==> src/rtl/meas_pkg.sv <==
package meas_pkg;
  typedef enum logic [1:0] {
    CH_VOLT = 2'd0,
    CH_AMP  = 2'd1,
    CH_DEG  = 2'd2
  } chan_e;

  localparam logic [3:0] NIB_BLANK = 4'hC;
  localparam logic [3:0] NIB_VOLT  = 4'hD;
  localparam logic [3:0] NIB_AMP   = 4'hE;
  localparam logic [3:0] NIB_DEG   = 4'hF;
  localparam int unsigned NUM_CH   = 3;
  localparam int unsigned CODE_MAX = 255;
endpackage

==> src/rtl/meas_slot_timer.sv <==
module meas_slot_timer
  import meas_pkg::*;
#(
  parameter int unsigned SLOT_CYCLES = 20
) (
  input  logic       clk_i,
  input  logic       rst_n,
  output logic [1:0] sel_o,
  output logic [1:0] load_sel_o,
  output logic       load_o
);
  localparam int unsigned CW = (SLOT_CYCLES > 2) ? $clog2(SLOT_CYCLES) : 1;
  localparam logic [CW-1:0] LAST = CW'(SLOT_CYCLES - 1);

  logic [CW-1:0] cnt_q, cnt_d;
  logic [1:0]    sel_q, sel_d;
  logic          prime_q;
  logic          wrap;

  assign wrap = (cnt_q == LAST);

  always_comb begin
    cnt_d = wrap ? '0 : cnt_q + 1'b1;
    sel_d = sel_q;
    if (wrap) sel_d = (sel_q == 2'd2) ? 2'd0 : sel_q + 2'd1;
  end

  always_ff @(posedge clk_i or negedge rst_n) begin
    if (!rst_n) begin
      cnt_q   <= '0;
      sel_q   <= 2'd0;
      prime_q <= 1'b1;
    end else begin
      cnt_q   <= cnt_d;
      sel_q   <= sel_d;
      prime_q <= 1'b0;
    end
  end

  assign sel_o      = sel_q;
  assign load_sel_o = sel_d;
  assign load_o     = prime_q | wrap;

  // rotation order at every slot boundary
  p_rotate_order_r7: assert property (@(posedge clk_i) disable iff (!rst_n)
    wrap |=> (sel_q == (($past(sel_q) == 2'd2) ? 2'd0 : $past(sel_q) + 2'd1)));

  // channel index stays legal
  p_sel_range_r7: assert property (@(posedge clk_i) disable iff (!rst_n)
    sel_q != 2'd3);

  // slot counter never passes the last cycle of a slot
  p_cnt_bound_r7: assert property (@(posedge clk_i) disable iff (!rst_n)
    cnt_q <= LAST);
endmodule

==> src/rtl/meas_formatter.sv <==
module meas_formatter
  import meas_pkg::*;
#(
  parameter int unsigned CHAN = 0
) (
  input  logic [7:0]  code_i,
  output logic [15:0] word_o
);
  localparam int unsigned FULL = (CHAN == 0) ? 95 : 129;
  localparam logic [3:0] UNIT = (CHAN == 0) ? NIB_VOLT :
                                (CHAN == 1) ? NIB_AMP  : NIB_DEG;

  logic [15:0] prod;
  logic [7:0]  scaled;
  logic [3:0]  d2, d1, d0;
  logic [3:0]  n3, n2;

  always_comb begin
    prod   = 16'(code_i) * 16'(FULL) + 16'(CODE_MAX / 2);
    scaled = 8'(prod / 16'(CODE_MAX));
    d2     = 4'(scaled / 8'd100);
    d1     = 4'((scaled / 8'd10) % 8'd10);
    d0     = 4'(scaled % 8'd10);
  end

  if (CHAN == 0) begin : g_volt
    assign n3 = (d2 == 4'd0) ? NIB_BLANK : d2;
    assign n2 = d1;
  end else if (CHAN == 1) begin : g_amp
    assign n3 = d2;
    assign n2 = d1;
  end else begin : g_deg
    assign n3 = (d2 == 4'd0) ? NIB_BLANK : d2;
    assign n2 = (d2 == 4'd0 && d1 == 4'd0) ? NIB_BLANK : d1;
  end

  assign word_o = {n3, n2, d0, UNIT};
endmodule

==> src/rtl/meas_rotator.sv <==
module meas_rotator
  import meas_pkg::*;
#(
  parameter int unsigned CLK_HZ   = 200_000_000,
  parameter int unsigned HOLD_SEC = 5
) (
  input  logic        clk_i,
  input  logic        rst_ni,
  input  logic [7:0]  volt_code_i,
  input  logic [7:0]  amp_code_i,
  input  logic [7:0]  temp_code_i,
  output logic [15:0] disp_word_o,
  output logic [1:0]  disp_sel_o
);
  localparam int unsigned SLOT_CYCLES = CLK_HZ * HOLD_SEC;

  logic [1:0]  rst_sync_q;
  logic        rst_n;
  logic [1:0]  sel, load_sel;
  logic        load;
  logic [7:0]  pick;
  logic [7:0]  hold_q, hold_d;
  logic [15:0] words [NUM_CH];

  // asynchronous assert, synchronous release
  always_ff @(posedge clk_i or negedge rst_ni) begin
    if (!rst_ni) rst_sync_q <= 2'b00;
    else         rst_sync_q <= {rst_sync_q[0], 1'b1};
  end
  assign rst_n = rst_sync_q[1];

  meas_slot_timer #(.SLOT_CYCLES(SLOT_CYCLES)) u_timer (
    .clk_i      (clk_i),
    .rst_n      (rst_n),
    .sel_o      (sel),
    .load_sel_o (load_sel),
    .load_o     (load)
  );

  always_comb begin
    case (load_sel)
      2'd1:    pick = amp_code_i;
      2'd2:    pick = temp_code_i;
      default: pick = volt_code_i;
    endcase
    hold_d = load ? pick : hold_q;
  end

  always_ff @(posedge clk_i or negedge rst_n) begin
    if (!rst_n) hold_q <= 8'd0;
    else        hold_q <= hold_d;
  end

  for (genvar c = 0; c < NUM_CH; c++) begin : g_fmt
    meas_formatter #(.CHAN(c)) u_fmt (
      .code_i (hold_q),
      .word_o (words[c])
    );
  end

  always_comb begin
    case (sel)
      2'd1:    disp_word_o = words[1];
      2'd2:    disp_word_o = words[2];
      default: disp_word_o = words[0];
    endcase
  end
  assign disp_sel_o = sel;

  // sample only moves at a slot start
  p_hold_steady_r8: assert property (@(posedge clk_i) disable iff (!rst_n)
    !load |=> $stable(hold_q));

  // unit nibble follows the channel
  p_unit_match_r4: assert property (@(posedge clk_i) disable iff (!rst_n)
    disp_word_o[3:0] == 4'd13 + {2'b00, disp_sel_o});

  // voltage never reaches ten volts, so its top nibble is blank
  p_volt_tens_blank_r5: assert property (@(posedge clk_i) disable iff (!rst_n)
    (disp_sel_o == 2'd0) |-> (disp_word_o[15:12] == NIB_BLANK));

  // current amperes digit is always shown
  p_amp_ones_kept_r6: assert property (@(posedge clk_i) disable iff (!rst_n)
    (disp_sel_o == 2'd1) |-> (disp_word_o[15:12] <= 4'd1));
endmodule

==> config.mk <==
export PLATFORM = sky130hd
export DESIGN_NAME = meas_rotator
export DESIGN_NICKNAME = d
export VERILOG_FILES = /design/src/rtl/meas_pkg.sv /design/src/rtl/meas_slot_timer.sv /design/src/rtl/meas_formatter.sv /design/src/rtl/meas_rotator.sv
export SDC_FILE = /design/constraint.sdc
export NUM_CORES = 1
export LEC_CHECK = 0
export BUFFER_PORTS_ARGS = -buffer_cell sky130_fd_sc_hd__clkbuf_2
export CAP_MARGIN = 20
export CORE_ASPECT_RATIO = 0.6
export CORE_UTILIZATION = 45
export CTS_BUF_LIST = sky130_fd_sc_hd__clkbuf_2
export DETAILED_ROUTE_END_ITERATION = 8
export GPL_ROUTABILITY_DRIVEN = 0
export PLACE_DENSITY = 0.74
export SYNTH_ARGS = -nofsm -noshare
export SYNTH_HDL_FRONTEND = slang
export SYNTH_SLANG_ARGS = --single-unit
export TNS_END_PERCENT = 10
==> constraint.sdc <==
create_clock -name clk_i -period 12.85 [get_ports clk_i]
set_input_delay 1.9275 -clock clk_i [delete_from_list [all_inputs] [get_ports clk_i]]
set_output_delay 1.9275 -clock clk_i [all_outputs]
set_load 0.005 [all_outputs]
==> After elaboration in Yosys (flattened, before gate mapping) <==
Index checks and enable logic that the tools add are counted.
{ "totals": {"reg_bits": 43, "in_bits": 26, "output_inout_bits": 18, "word_cells": 39} }
{ "op_classes": {"n_addsub": 4, "n_mul": 2, "n_div": 10, "eq_ne": 5, "muxes": 8, "bitwise": 1, "reduce_logical": 4} }
{ "ops": {"columns": ["op", "n"], "rows": [
  ["$div 16x8->16 const B", 2],
  ["$mod 8x4->8 const B", 4],
  ["$pmux 16 s2", 1],
  ["$add 30x1->30 const B", 1],
  ["$eq 30x30->1 const B", 1],
  ["$mux 30", 1],
  ["$add 15x7->16 const B", 1],
  ["$add 16x7->16 const B", 1],
  ["$div 8x4->8 const B", 2],
  ["$div 8x7->8 const B", 2],
  ["$mul 8x8->16 const B", 1],
  ["$pmux 8 s2", 1],
  ["$mul 8x7->15 const B", 1],
  ["$logic_not 4->1", 3],
  ["$mux 4", 3],
  ["$eq 2x1->1 const B", 2],
  ["$eq 2x2->1 const B", 2],
  ["$mux 2", 2],
  ["$add 2x1->2 const B", 1],
  ["$logic_and 1x1->1", 1],
  ["$or 1x1->1", 1]
]} }

==> Longest topological paths before layout <==
{ "depth": {"depth_word": 9, "mapped_depth": 53, "mapped_depth_nobuf": 49} }

==> By module <==
A second synthesis with hierarchy kept.
{ "unflattened": {"cells_unflattened": 2128, "hier_area_um2": 15899.0} }
{ "by_module_without_submodules": {"columns": ["module", "instances", "cells_each", "area_each_um2", "seq_area_each_um2"], "rows": [
  ["meas_formatter at g_fmt[0].u_fmt", 1, 692, 5203.7, 0.0],
  ["meas_formatter at g_fmt[1].u_fmt", 1, 590, 4063.9, 0.0],
  ["meas_formatter at g_fmt[2].u_fmt", 1, 567, 3992.6, 0.0],
  ["meas_slot_timer", 1, 167, 1655.3, 827.0],
  ["meas_rotator", 1, 112, 983.4, 250.2]
]} }

==> Worst setup path before layout <==
No wires, ideal clock.
{ "synth_path": {"path_kind": "flip-flop to output port", "from": "reg hold_q[4]", "to": "out disp_word_o[6]", "arrival_ns": 11.962, "path_slack_ns": -1.040, "stages_incl_launch_ff": 51, "n_path_buf": 3, "path_cell_list": "dfrtp_1 > fa_1 > inv_1 > fa_1 > inv_1 > fa_1 > inv_1 > fa_1 > inv_1 > ha_1 > buf_2 > o21a_1 > o21ai_1 > nor2b_1 > o21ai_0 > a211oi_2 > nand3_2 > or4_1 > [... 15 more ...] > o21ai_0 > nand2_1 > a41oi_1 > a311oi_2 > xnor2_1 > o22ai_1 > inv_1 > ha_1 > and4_1 > a22oi_1 > o2bb2ai_1 > nor4b_2 > and2_1 > buf_6 > mux2i_1 > o211a_2 > mux2_1 > o22ai_1"} }
{ "synth_between": {"elab_chain_len": 5, "elab_cells_between_ends": 9} }
{ "synth_lines": {"columns": ["item", "line", "source"], "rows": [
  ["start: declaration", "meas_rotator.sv:22", "logic [7:0] hold_q, hold_d;"],
  ["start signal: assignment", "meas_rotator.sv:51", "else hold_q <= hold_d;"],
  ["$mul 8x8->16 / $mul 8x7->15 (equally long branches)", "meas_formatter.sv:19", "prod = 16'(code_i) * 16'(FULL) + 16'(CODE_MAX / 2);"],
  ["$add 16x7->16 / $add 15x7->16 (equally long branches)", "meas_formatter.sv:19", null],
  ["$div 16x8->16", "meas_formatter.sv:20", "scaled = 8'(prod / 16'(CODE_MAX));"],
  ["$mod 8x4->8", "meas_formatter.sv:23", "d0 = 4'(scaled % 8'd10);"],
  ["$pmux 16 s2 (*)", "meas_rotator.sv:62", "case (sel)"],
  ["end: declaration", "meas_rotator.sv:12", "output logic [15:0] disp_word_o,"]
]} }
Mark *: on every way between the ends. The rest lies on a longest branch, timed or not.

==> Final worst setup path <==
{ "layout_path": {"from": "reg hold_q[5]", "to": "out disp_word_o[11]"} }
{ "layout_between": {"elab_chain_len": 9, "elab_cells_between_ends": 16} }
{ "layout_lines": {"columns": ["item", "line", "source"], "rows": [
  ["$mul 8x8->16", "meas_formatter.sv:19", null],
  ["$add 16x7->16", "meas_formatter.sv:19", null],
  ["$div 16x8->16", "meas_formatter.sv:20", null],
  ["$div 8x4->8", "meas_formatter.sv:22", "d1 = 4'((scaled / 8'd10) % 8'd10);"],
  ["$mod 8x4->8", "meas_formatter.sv:22", null],
  ["$logic_not 4->1", "meas_formatter.sv:34", "assign n2 = (d2 == 4'd0 && d1 == 4'd0) ? NIB_BLANK : d1;"],
  ["$logic_and 1x1->1", "meas_formatter.sv:34", null],
  ["$mux 4", "meas_formatter.sv:34", null],
  ["$pmux 16 s2 (*)", "meas_rotator.sv:62", null]
]} }
Marked as above.

==> flow_metrics.tcl <==
set metrics [dict create \
    yosysUniqueCellTypes 122 \
    worst-r2r-setup-slack_ns 9.11 \
    coreArea_sq_um 23200 \
    worstMarginPinSlew_ns 0.831 \
    wl_per_cell_um 17.7 \
    fp.dieH_um 122 \
    grt_max_degree 42 \
    avgSynthCellArea_sq_um 7.70 \
    drv_cap 0 \
    drtIter0Drc 1428 \
    clk_pin_slew_ns 0.23 \
    final_hold_viol_count 0 \
    ios 44 \
    grt_pass1_vias 11000 \
    worst_r2r_path_depth 11 \
    cp.required_ns 10.92 \
    grt_pass1_wl_um 55800 \
    finalSetupTns_ns -3.71 \
    final_core_util 0.593 \
    fin_crit_ns 13.48 \
    dp_hpwl_um 27100 \
    synth_top_area_frac 0.109 \
    tritoncts "built" \
    ys_warn_count 0 \
    synthFlopType "dfrtp_1" \
    synthTopCellsByArea "ha_1, dfrtp_1, fa_1, xnor2_1, nor2_1" \
    ys_ff_latch 43 \
    setup-violations-final 7 \
    groute.usage.overall 0.271 \
    route.final.wire_length_um 34600 \
    path_max_fanout 5 \
    slew_violations 0 \
    postSynth.asyncResetShare 1.00 \
    slew_headroom 0.444 \
    synthTopCellsByCount "nor2_1, nand2_1, ha_1" \
    min_path_type "reg -> async" \
    synth_cells 1395 \
    netlist_area_sq_um 10700 \
    grt_antenna_before_repair 0 \
    synth_area_leader_cell "ha_1" \
    drive_gt1_frac 0.302 \
    cp_slowest_stage_delay_ns 0.54 \
    first_pass_iters 6 \
    start_util 0.462 \
    rows 43 \
    overflow 0 \
    fp.dieW_um 201 \
    clk_latency_ns 0.41 \
    cts-htree-levels 2 \
    rr_startpoint "u_timer.cnt_q[0]$_DFF_PN0_" \
    fin_crit_sh 1.05 \
    drc 0 \
    worst_r2r_endpoint "hold_q[1]$_DFFE_PN0P_" \
    crit_arrival_ns 11.55 \
    cts_hold_buf 0 \
    rsz0062_at_grt "true" \
    fillCellCount 2030 \
    crit_path_end_kind "output pin" \
    ys_seq_area_frac 0.100 \
    cts_sinks 43 \
    slowest_stage "fa_1" \
    fin_worst_skew_ns 0.0213 \
    critPathLaunch "hold_q[5]$_DFFE_PN0P_" \
    cts_buffers 5 \
    ant_nets 0 \
    io_buffers 41 \
    max_freq_mhz 74.2 \
    root_buffer "clkbuf_2" \
    failed_checks "negative setup slack" \
    cts.path.max_buffers 2 \
    critPathLaunchType "flop" \
    synth_edf_count 0 \
    critPathKind "reg -> out" \
    setup_ws_ns -0.630 \
    status "finished, violations left" \
    synthToLayoutAreaGrowth_pct 28.4 \
    vias_per_cell 6.28 \
    dieArea_sq_um 24500 \
    n_antenna_cell 0 \
    vias 12200 \
    fin_nets 1780 \
    yosysMostFrequentCell "nor2_1" \
]
## metrics by stage
step	hold slack, ns	instance area (sq um)	instances	setup WS, ns
floorplan	0.331	11000	1397	-0.298
global placement	0.318	12900	1903	-0.244
detailed placement	0.325	12900	1903	-0.580
CTS	0.338	13400	1936	-0.568
global route	0.338	13800	1949	-1.19
finish	0.309	13800	1949	-0.630
## flip-flops by register name, summed over array words and instances (netlist names)
register	cells
u_timer.cnt_q	30
hold_q	8
rst_sync_q	2
u_timer.sel_o	2
u_timer.prime_q	1
## timing repair
action                                  CTS  global route
endpoints found under the setup margin    7             9
gates resized for setup                  56            55
buffers inserted                         25            12
cloned                                    0             1
pin swaps                                31            28
## how the worst max path moves through the flow
stage / to / slack, ns / cells past startpoint
after detailed placement: disp_word_o[11] / -0.58 / 49
after floorplan: disp_word_o[6] / -0.30 / 51
after global placement: disp_word_o[11] / -0.24 / 49
after global routing: disp_word_o[11] / -1.19 / 53
final: disp_word_o[11] / -0.63 / 47
after CTS: disp_word_o[11] / -0.57 / 50
## area by class of cell
class | instances | area (sq um) | share of cell area
multi-input cells | 1230 | 9980 | 0.724
repair buffers | 272 | 1950 | 0.142
flip-flops and latches | 43 | 1080 | 0.0786
well taps | 315 | 394 | 0.0286
inverters | 81 | 309 | 0.0224
clock inverters | 3 | 42.5 | 0.00309
clock buffers | 5 | 25.0 | 0.00181
## worst max-delay path: cells and delay by family (launching register included)
kind / cells / cell delay (ns)
XOR/XNOR: 2 / 0.42
AND/OR/NAND/NOR: 17 / 4.59
buffers and inverters: 8 / 0.68
AO/OA/AOI/OAI: 12 / 2.30
flip-flops: 1 / 0.48
adder cells (fa/ha/maj): 7 / 2.55
multiplexers: 1 / 0.15
## placed cells by master, fill, tap and decap left out, types with 17 or more instances in the layout
master / count
nor3_1: 37
and3_1: 28
ha_1: 84
a211oi_1: 20
inv_1: 75
buf_4: 227
clkbuf_2: 46
o21a_1: 17
o211ai_1: 20
nand3_1: 57
dfrtp_1: 37
a21oi_1: 55
nand2_1: 105
nand4_1: 20
a21o_1: 19
o21ai_0: 53
xnor2_1: 54
nor2_1: 116
xor2_1: 34
and2_1: 19
fa_1: 27
or3_1: 20
## kinds of logic after synthesis
group / count (synthesis) / share of synthesized area
compound gates: 435 / 0.311
xor+xnor: 97 / 0.0811
fa+ha+maj: 123 / 0.162
buf+inv: 125 / 0.0490
flops: 43 / 0.100
mux: 23 / 0.0249
other cells: 2 / 0.000699
simple gates: 547 / 0.271
## metal layers
layer	routed length, um	vias to the layer above	track usage
met5	0	-	0
li1	-	5770	-
met3	3660	41	0.0514
met4	287	0	0.0246
met1	16900	5802	0.426
met2	13800	632	0.388
Power is left out: the tool's default activity adds up to more than one toggle a clock period on the data nets, which glitch-free logic cannot reach.
